`src/rtl/pfs_pkg.sv`:
```
// Shared types for the power-fail supervisor.
// Assumes: nothing beyond the three sequencer states listed here.
package pfs_pkg;

    // Sequencer states: powered down, reset being held, processor running.
    typedef enum logic [1:0] {
        PS_DOWN = 2'd0,
        PS_HOLD = 2'd1,
        PS_RUN  = 2'd2
    } pfs_state_t;

endpackage

```
`src/rtl/pfs_cycle_timer.sv`:
```
// Cycle counter with synchronous clear. It pulses done on the
// LIMIT-th consecutive cycle without clear, then restarts from zero.
// Used both for the reset-hold time and for the watchdog window.
// Assumes: LIMIT >= 2.
module pfs_cycle_timer #(
    parameter int LIMIT = 16
) (
    input  logic clk,
    input  logic rst_n,
    input  logic clear,
    output logic done
);
    localparam int W = (LIMIT > 2) ? $clog2(LIMIT) : 1;
    localparam logic [W-1:0] LAST = W'(LIMIT - 1);

    logic [W-1:0] cnt;

    assign done = !clear && (cnt == LAST);

    // Count cycles; restart on clear or after reaching the limit.
    always_ff @(posedge clk) begin
        if (!rst_n || clear || done) cnt <= '0;
        else                         cnt <= cnt + 1'b1;
    end

    a_r7_r9_cnt_bound: assert property (@(posedge clk) disable iff (!rst_n)
        (int'(cnt) < LIMIT));

endmodule

```
`src/rtl/pfs_nmi_pulse.sv`:
```
// Fixed-width pulse generator for the early-warning interrupt.
// A fire request reloads the full width, even while a pulse is running.
// Assumes: WIDTH >= 1.
module pfs_nmi_pulse #(
    parameter int WIDTH = 16
) (
    input  logic clk,
    input  logic rst_n,
    input  logic fire,
    output logic active
);
    localparam int W = $clog2(WIDTH + 1);

    logic [W-1:0] cnt;

    assign active = (cnt != '0);

    // Load on fire, otherwise count the pulse down to zero.
    always_ff @(posedge clk) begin
        if (!rst_n)      cnt <= '0;
        else if (fire)   cnt <= W'(WIDTH);
        else if (active) cnt <= cnt - 1'b1;
    end

    a_r2_nmi_reload: assert property (@(posedge clk) disable iff (!rst_n)
        fire |=> (int'(cnt) == WIDTH));

endmodule

```
`src/rtl/pf_supervisor.sv`:
```
// Power-fail supervisor sequencer.
// Watches three synchronized comparator flags and drives the interrupt,
// reset, RAM-gate and power-fail outputs. NMOS or CMOS behaviour is set
// by cmos_sel, which is captured only while reset is active.
// Assumes: the flags are synchronous to clk; timeouts are in clock cycles.
module pf_supervisor #(
    parameter int RST_CYC = 200,
    parameter int WD_CYC  = 1000,
    parameter int NMI_CYC = 16
) (
    input  logic clk,
    input  logic rst_n,
    input  logic cmos_sel,
    input  logic in_low,
    input  logic vcc_low,
    input  logic vcc_batt,
    input  logic strobe,
    output logic nmi_n,
    output logic nmi_oe,
    output logic rst_hi,
    output logic rst_lo_n,
    output logic ce_block,
    output logic pf,
    output logic pf_n
);
    import pfs_pkg::*;

    pfs_state_t st, st_nxt;
    logic mode_q;
    logic in_q, strobe_q;
    logic ce_q, pf_q;
    logic hold_done, wd_done, kick, nmi_fire, nmi_act;
    logic past_ok;

    assign kick = strobe ^ strobe_q;

    // Next state; a VCC trip outranks both timers.
    always_comb begin
        st_nxt = st;
        case (st)
            PS_DOWN: if (!vcc_low && (!mode_q || !in_low)) st_nxt = PS_HOLD;
            PS_HOLD: if (vcc_low) st_nxt = PS_DOWN;
                     else if (hold_done) st_nxt = PS_RUN;
            PS_RUN:  if (vcc_low) st_nxt = PS_DOWN;
                     else if (wd_done) st_nxt = PS_HOLD;
            default: st_nxt = PS_DOWN;
        endcase
    end

    // Interrupt request: a new fall of the input while running,
    // or an NMOS power-up.
    assign nmi_fire = (st == PS_RUN && in_low && !in_q) ||
                      (st == PS_DOWN && st_nxt == PS_HOLD && !mode_q);

    // State register and mode capture (only while reset is active).
    always_ff @(posedge clk) begin
        if (!rst_n) begin
            st     <= PS_DOWN;
            mode_q <= cmos_sel;
        end else begin
            st <= st_nxt;
            if (st == PS_HOLD) mode_q <= cmos_sel;
        end
    end

    // Edge-detect history and registered flag followers.
    always_ff @(posedge clk) begin
        if (!rst_n) begin
            in_q     <= 1'b0;
            strobe_q <= 1'b0;
            ce_q     <= 1'b1;
            pf_q     <= 1'b0;
        end else begin
            in_q     <= in_low;
            strobe_q <= strobe;
            ce_q     <= vcc_low;
            pf_q     <= vcc_batt;
        end
    end

    pfs_cycle_timer #(.LIMIT(RST_CYC)) u_hold (
        .clk(clk), .rst_n(rst_n), .clear(st != PS_HOLD), .done(hold_done)
    );

    pfs_cycle_timer #(.LIMIT(WD_CYC)) u_wdog (
        .clk(clk), .rst_n(rst_n), .clear((st != PS_RUN) || kick), .done(wd_done)
    );

    pfs_nmi_pulse #(.WIDTH(NMI_CYC)) u_nmi (
        .clk(clk), .rst_n(rst_n), .fire(nmi_fire), .active(nmi_act)
    );

    assign rst_hi   = (st == PS_HOLD) || (st == PS_DOWN && !mode_q);
    assign rst_lo_n = !rst_hi;
    assign nmi_n    = !nmi_act;
    assign nmi_oe   = !(st == PS_DOWN && !mode_q);
    assign ce_block = ce_q;
    assign pf       = pf_q;
    assign pf_n     = !pf_q;

    // Marks cycles whose previous edge was outside reset (assertions only).
    always_ff @(posedge clk) begin
        if (!rst_n) past_ok <= 1'b0;
        else        past_ok <= 1'b1;
    end

    a_r3_ce_follows: assert property (@(posedge clk) disable iff (!rst_n)
        past_ok |-> (ce_block == $past(vcc_low)));

    a_r4_pf_follows: assert property (@(posedge clk) disable iff (!rst_n)
        past_ok |-> (pf == $past(vcc_batt) && pf_n != pf));

    a_r5_nmos_trip: assert property (@(posedge clk) disable iff (!rst_n)
        (past_ok && !mode_q && !$past(mode_q) && $past(vcc_low)) |-> (rst_hi && !nmi_oe));

    a_r6_cmos_trip: assert property (@(posedge clk) disable iff (!rst_n)
        (past_ok && mode_q && $past(mode_q) && $past(vcc_low)) |-> (!rst_hi && nmi_oe));

    a_r8_cmos_wait: assert property (@(posedge clk) disable iff (!rst_n)
        (past_ok && mode_q && $past(mode_q) && $past(st) == PS_DOWN && $past(in_low)) |-> !rst_hi);

    a_r11_mode_frozen: assert property (@(posedge clk) disable iff (!rst_n)
        (past_ok && st == PS_RUN && $past(st) == PS_RUN) |-> $stable(mode_q));

    a_r12_pair: assert property (@(posedge clk) disable iff (!rst_n)
        $rose(rst_hi) |-> $fell(rst_lo_n));

endmodule

```
`config.mk`:
```
export PLATFORM = sky130hd
export DESIGN_NAME = pf_supervisor
export DESIGN_NICKNAME = d
export VERILOG_FILES = /design/src/rtl/pfs_pkg.sv /design/src/rtl/pfs_cycle_timer.sv /design/src/rtl/pfs_nmi_pulse.sv /design/src/rtl/pf_supervisor.sv
export SDC_FILE = /design/constraint.sdc
export NUM_CORES = 1
export LEC_CHECK = 0
export BUFFER_PORTS_ARGS = -buffer_cell sky130_fd_sc_hd__buf_4
export CELL_PAD_IN_SITES_DETAIL_PLACEMENT = 1
export CELL_PAD_IN_SITES_GLOBAL_PLACEMENT = 2
export CORE_AREA = 3 3 77 79
export CTS_BUF_LIST = sky130_fd_sc_hd__clkbuf_8
export CTS_CLUSTER_SIZE = 12
export DETAILED_ROUTE_END_ITERATION = 12
export DIE_AREA = 0 0 80 82
export PLACE_DENSITY_LB_ADDON = 0.25
export SLEW_MARGIN = 20
export SYNTH_ARGS = -nofsm -noshare
export SYNTH_HDL_FRONTEND = slang
export SYNTH_SLANG_ARGS = --single-unit
```
`constraint.sdc`:
```
create_clock -name clk -period 1.46 [get_ports clk]
set_input_delay 0.292 -clock clk [delete_from_list [all_inputs] [get_ports clk]]
set_output_delay 0.292 -clock clk [all_outputs]
set_load 0.01 [all_outputs]
```
## After elaboration in Yosys (flattened, before gate mapping)

Index checks and enable logic that the tools add are counted.

| storage, ports and cells | value |
|---|---|
| register bits | 30 |

| cells by class | value |
|---|---|
| bitwise logic cells | 2 |
| reduce and logical (&&, ||, !) cells | 31 |
| mux-type cells | 10 |
| equal/unequal tests | 8 |
| add/sub/neg operators | 3 |

Operator list:

| kind | count |
|---|---|
| 1-bit zero test | 11 |
| 10-bit by 1-bit adder with 10-bit output (second input constant) | 1 |
| 10-bit == test (second input constant) | 1 |
| 2-bit two-way mux | 5 |
| 5-bit two-way mux | 2 |
| 8-bit by 1-bit adder with 8-bit output (second input constant) | 1 |
| 8-bit == test (second input constant) | 1 |
| 1-bit logical AND | 8 |
| 1-bit logical OR | 8 |
| 2-bit case mux with 3 select lines | 1 |
| 5-bit nonzero test | 1 |
| 5-bit by 1-bit subtractor with 5-bit output (second input constant) | 1 |
| 2-bit by 1-bit == test with 1-bit output (second input constant) | 2 |
| 2-bit by 1-bit inequality test with 1-bit output (second input constant) | 2 |
| 2-bit == test (second input constant) | 1 |
| 2-bit zero test | 1 |
| 1-bit two-way mux | 2 |
| 2-bit inequality test (second input constant) | 1 |
| 2-bit nonzero test | 1 |
| 2-bit OR reduction | 1 |
| 1-bit inverter | 1 |
| 1-bit bitwise XOR | 1 |

## Depth between registers and ports, before layout

| logic depth | value |
|---|---|
| depth after elaboration | 12 |
| mapped depth | 6 |
| depth with buffers taken out | 6 |

## By module

Synthesis repeated with hierarchy kept, for this count alone.

| unflattened totals | value |
|---|---|
| cell total of the unflattened synthesis | 145 |
| area, all modules | 1341.3 sq um |

By module, submodules not included:

| module | cells each | area an instance (sq um) | instances |
|---|---|---|---|
| pfs_cycle_timer at u_wdog | 52 | 449.2 | 1 |
| pfs_cycle_timer at u_hold | 39 | 369.1 | 1 |
| pf_supervisor | 30 | 287.8 | 1 |
| pfs_nmi_pulse | 24 | 235.2 | 1 |

## Worst setup path after synthesis

OpenSTA, ideal clock, no wires.

| path | value |
|---|---|
| path kind | reg2reg |
| start | register u_wdog.cnt[0] |
| end | register u_wdog.cnt[3] |
| arrival | 1.411 ns |
| stages on the path, launching flop included | 7 |
| path slack | -0.067 ns |
| clock period less this slack | 1.527 ns |
| setup time | 0.115 ns |
| data required time | 1.345 ns |
| cell sequence | dfxtp_1 ha_1 nand3_1 or4_4 or2b_1 buf_2 nor2_1 |

| on the way | value |
|---|---|
| longest elaborated chain between the ends | 3 |

Ends and longest elaborated chain:

| element | line | source |
|---|---|---|
| start: declaration | pfs_cycle_timer.sv:16 | `logic [W-1:0] cnt;` |
| start signal: assignment | pfs_cycle_timer.sv:23 | `else cnt <= cnt + 1'b1;` |
| parallel branches: the longest is 3 deep, another holds 10-bit by 1-bit adder with 10-bit output | -- |  |

Parallel ways; which one is timed is not known.
A chain may end at the register's enable or synchronous reset.

## Worst setup path after layout

| path | value |
|---|---|
| start | register u_nmi.cnt[1] |
| end | output port nmi_n |

| on the way | value |
|---|---|
| longest elaborated chain between the ends | 2 |

Ends and longest elaborated chain:

| element | line | source |
|---|---|---|
| start: declaration | pfs_nmi_pulse.sv:14 | `logic [W-1:0] cnt;` |
| start signal: assignment | pfs_nmi_pulse.sv:21 | `else if (fire) cnt <= W'(WIDTH);` |
| start signal: assignment | pfs_nmi_pulse.sv:22 | `else if (active) cnt <= cnt - 1'b1;` |
| 5-bit nonzero test | pfs_nmi_pulse.sv:16 | `assign active = (cnt != '0);` |
| 1-bit zero test | pf_supervisor.sv:95 | `assign nmi_n = !nmi_act;` |
| end: declaration | pf_supervisor.sv:18 | `output logic nmi_n,` |

No other way between the ends.

==> flow_metrics.env <==
export IMPL_outcome="finished with violations"
export IMPL_violations="negative setup slack"
export IMPL_worstSkewPairLatency_ns=0.28
export IMPL_io_pins=14
export IMPL_fill_cells=637
export IMPL_reg2reg_depth=5
export IMPL_critical_path_class="flop to output port"
export IMPL_synth_edf_count=1
export IMPL_seq_area_frac_synth_pct=46.9
export IMPL_rrSetupSlack_ns=0
export IMPL_reg2reg_from="u_wdog.cnt[1]"
export IMPL_yosysWarnings=0
export IMPL_startpoint_type="flop"
export IMPL_max_freq_mhz=674
export IMPL_max_slew_margin_rel_pct=75.7
export IMPL_clock_root_buffer="clkbuf_8"
export IMPL_first_iter_violations=21
export IMPL_crit_start="u_nmi.cnt[1]"
export IMPL_synth_cells=145
export IMPL_timing_hold_violations_final=0
export IMPL_cp_max_fo=3
export IMPL_grt_max_degree=12
export IMPL_rsz0062_at_grt="yes"
export IMPL_drv_slew=0
export IMPL_grt_antenna_before_repair=0
export IMPL_place_congestion=0.719
export IMPL_num_antenna_cells=0
export IMPL_timing_rr_end="st[0]"
export IMPL_syn_to_final_growth_pct=42.3
export IMPL_grt_overflow_total=0
export IMPL_finalCriticalPeriod_ns=1.48
export IMPL_combPwrFrac_pct=25.2
export IMPL_synth_area_leaders="dfxtp_1 (45%), xnor2_1 (8.1%), nor2_1 (7.8%), xor2_1 (4.0%), ha_1 (3.8%)"
export IMPL_grt_first_pass_wirelength_um=5200
export IMPL_detail_route_vias_per_cell=4.25
export IMPL_max_slew_worst_pin_slew_ns=0.363
export IMPL_ant_nets=0
export IMPL_place_area_um2=1610
export IMPL_drt_wirelength_per_cell_um=11.7
export IMPL_synthDistinctLibCells=32
export IMPL_grt_usage_pct=10.4
export IMPL_switching_share_pct=27.9
export IMPL_critPathCaptureType="output port"
export IMPL_critPathCapture="nmi_n"
export IMPL_place_port_buffers=13
export IMPL_async_flop_share_pct=0
export IMPL_p_sw_uw=605
export IMPL_final_area_um2=1850
export IMPL_die_w_um=80
export IMPL_fin_total_pwr_mw=2.17
export IMPL_cts_sinks=30
export IMPL_fin_crit_sh_pct=102
export IMPL_synthDominantCellAreaShare_pct=44.6
export IMPL_setup_viol=4
export IMPL_cts_max_path_buffers=2
export IMPL_arrival_ns=1.19
export IMPL_synth_top_cell_by_area="dfxtp_1"
export IMPL_powerDensity_nw_per_um2=1170
export IMPL_rows=27
export IMPL_internal_power_mw=1.56
export IMPL_static_leakage_power_nw=0.699
export IMPL_initial_core_util_pct=24.1
export IMPL_clkPwrFrac_pct=31.3
export IMPL_cp_required_ns=1.17
export IMPL_synth_nets=156
export IMPL_hold_ws_ns=0.190
export IMPL_dieArea_um2=6560
export IMPL_hpwl_um=2170
export IMPL_ys_ff_latch=30
export IMPL_tritoncts="built"
export IMPL_route_detailed_drc=0
export IMPL_vias=1088
export IMPL_drt_wl_total_um=3000
export IMPL_final_setup_skew_ns=0.00609
export IMPL_post_synth_most_frequent_cells="dfxtp_1 (29), nor2_1 (27), xnor2_1 (12)"
export IMPL_core_um2=5410
export IMPL_die_y_um=82
export IMPL_syn_area_um2=1300
export IMPL_nets=194
export IMPL_p_seq_share_pct=43.5
export IMPL_dr_pass1_iters=4
export IMPL_syn_area_per_cell_um2=8.97
export IMPL_yosysMostFrequentCell="dfxtp_1"
export IMPL_setup_slack_ns=-0.0231
export IMPL_numCtsBuffers=5
export IMPL_yosys_most_used_dff="dfxtp_1"
export IMPL_clk_pin_slew_ns=0.07
export IMPL_grt_pass1_vias=1167
export IMPL_cts_htree_levels=2
export IMPL_drive_gt1_share_pct=37.5
export IMPL_ir_drop_v=0.000405
export IMPL_hold_path_class="input pin to flop"
export IMPL_cap_violations=0
kinds of logic after synthesis:
logic type / Yosys count / synth area share, %
simple gates: 71 / 28.5
mux: 1 / 0.769
compound gates: 9 / 4.33
xor+xnor: 18 / 12.1
fa+ha+maj: 4 / 3.85
buf+inv: 12 / 3.56
flops: 30 / 46.9
sequential cells by signal, indices dropped and copies added (netlist names):
name	count
in_q	1
strobe_q	1
ce_block	1
u_hold.cnt	8
u_nmi.cnt	5
st	2
u_wdog.cnt	10
pf	1
mode_q	1
power by group through the flow:
stage	clock, mW	combinational [mW]	sequential (mW)
floorplan	0	0.293	0.937
finish	0.679	0.547	0.942
CTS	0.716	0.482	0.938
global route	0.749	0.626	0.952
global placement	0	0.425	0.943
detailed placement	0	0.447	0.946
worst max-delay path, stage by stage (launching register included):
cell	delay, ns
dfxtp_1	0.33
inv_2	0.08
ha_4	0.13
nor4b_4	0.20
buf_4	0.16
layout make-up:
cell class	count	area, um2	share of cell area [%]
clock buffer	6	82.6	4.46
clock inverter	2	8.76	0.473
inverter	8	32.5	1.76
multi-input combinational	103	743	40.1
sequential	30	624	33.7
tap	72	90.1	4.86
timing repair buffer	35	270	14.6
cells in the final DEF, fill, tap and decap left out, drive strengths merged, types with 3 or more instances in the layout:
cell type / instances
inv: 9
and2: 3
buf: 35
xnor2: 12
xor2: 6
clkbuf: 6
a21oi: 3
nor3: 6
nand2: 10
nor2: 27
o21ai: 3
nand3: 8
dfxtp: 29
nor4b: 3
ha: 4
worst min path at each step:
stage	start	to	slack (ns)	cells after the start
floorplan	cmos_sel	mode_q	0.39	0
global placement	cmos_sel	mode_q	0.47	1
detailed placement	cmos_sel	mode_q	0.47	1
CTS	cmos_sel	mode_q	0.17	1
global route	cmos_sel	mode_q	0.17	1
finish	cmos_sel	mode_q	0.19	1
stage by stage:
step / TNS (ns) / setup slack, ns / utilization [%] / std cells
floorplan: 0 / 0.0104 / - / 145
global route: -0.853 / -0.0889 / 34.3 / 256
detailed placement: -0.729 / -0.103 / 29.7 / 241
global placement: -0.287 / -0.0407 / 29.7 / 241
CTS: -0.131 / -0.103 / 32.5 / 250
finish: -0.0316 / -0.0231 / 34.3 / 256
metal layers:
layer | vias to the layer above | wire (um) | part of all wire [%] | GRT usage, %
met1 | 508 | 1290 | 43 | 11.0
met4 | 0 | 70 | 2.3 | 5.74
met2 | 19 | 1510 | 50 | 17.8
met5 | - | 0 | 0 | 0
met3 | 7 | 134 | 4.5 | 3.95
li1 | 554 | - | - | -
repair_timing:
| item | CTS | global route |
|---|---|---|
| endpoints found under the setup margin | 16 | 20 |
| resized for setup | 13 | 17 |
| pin swaps | 2 | 10 |
| setup buffers | 1 | 6 |
| hold buffers | 0 | 0 |
Power figures use the tool's default switching activity.
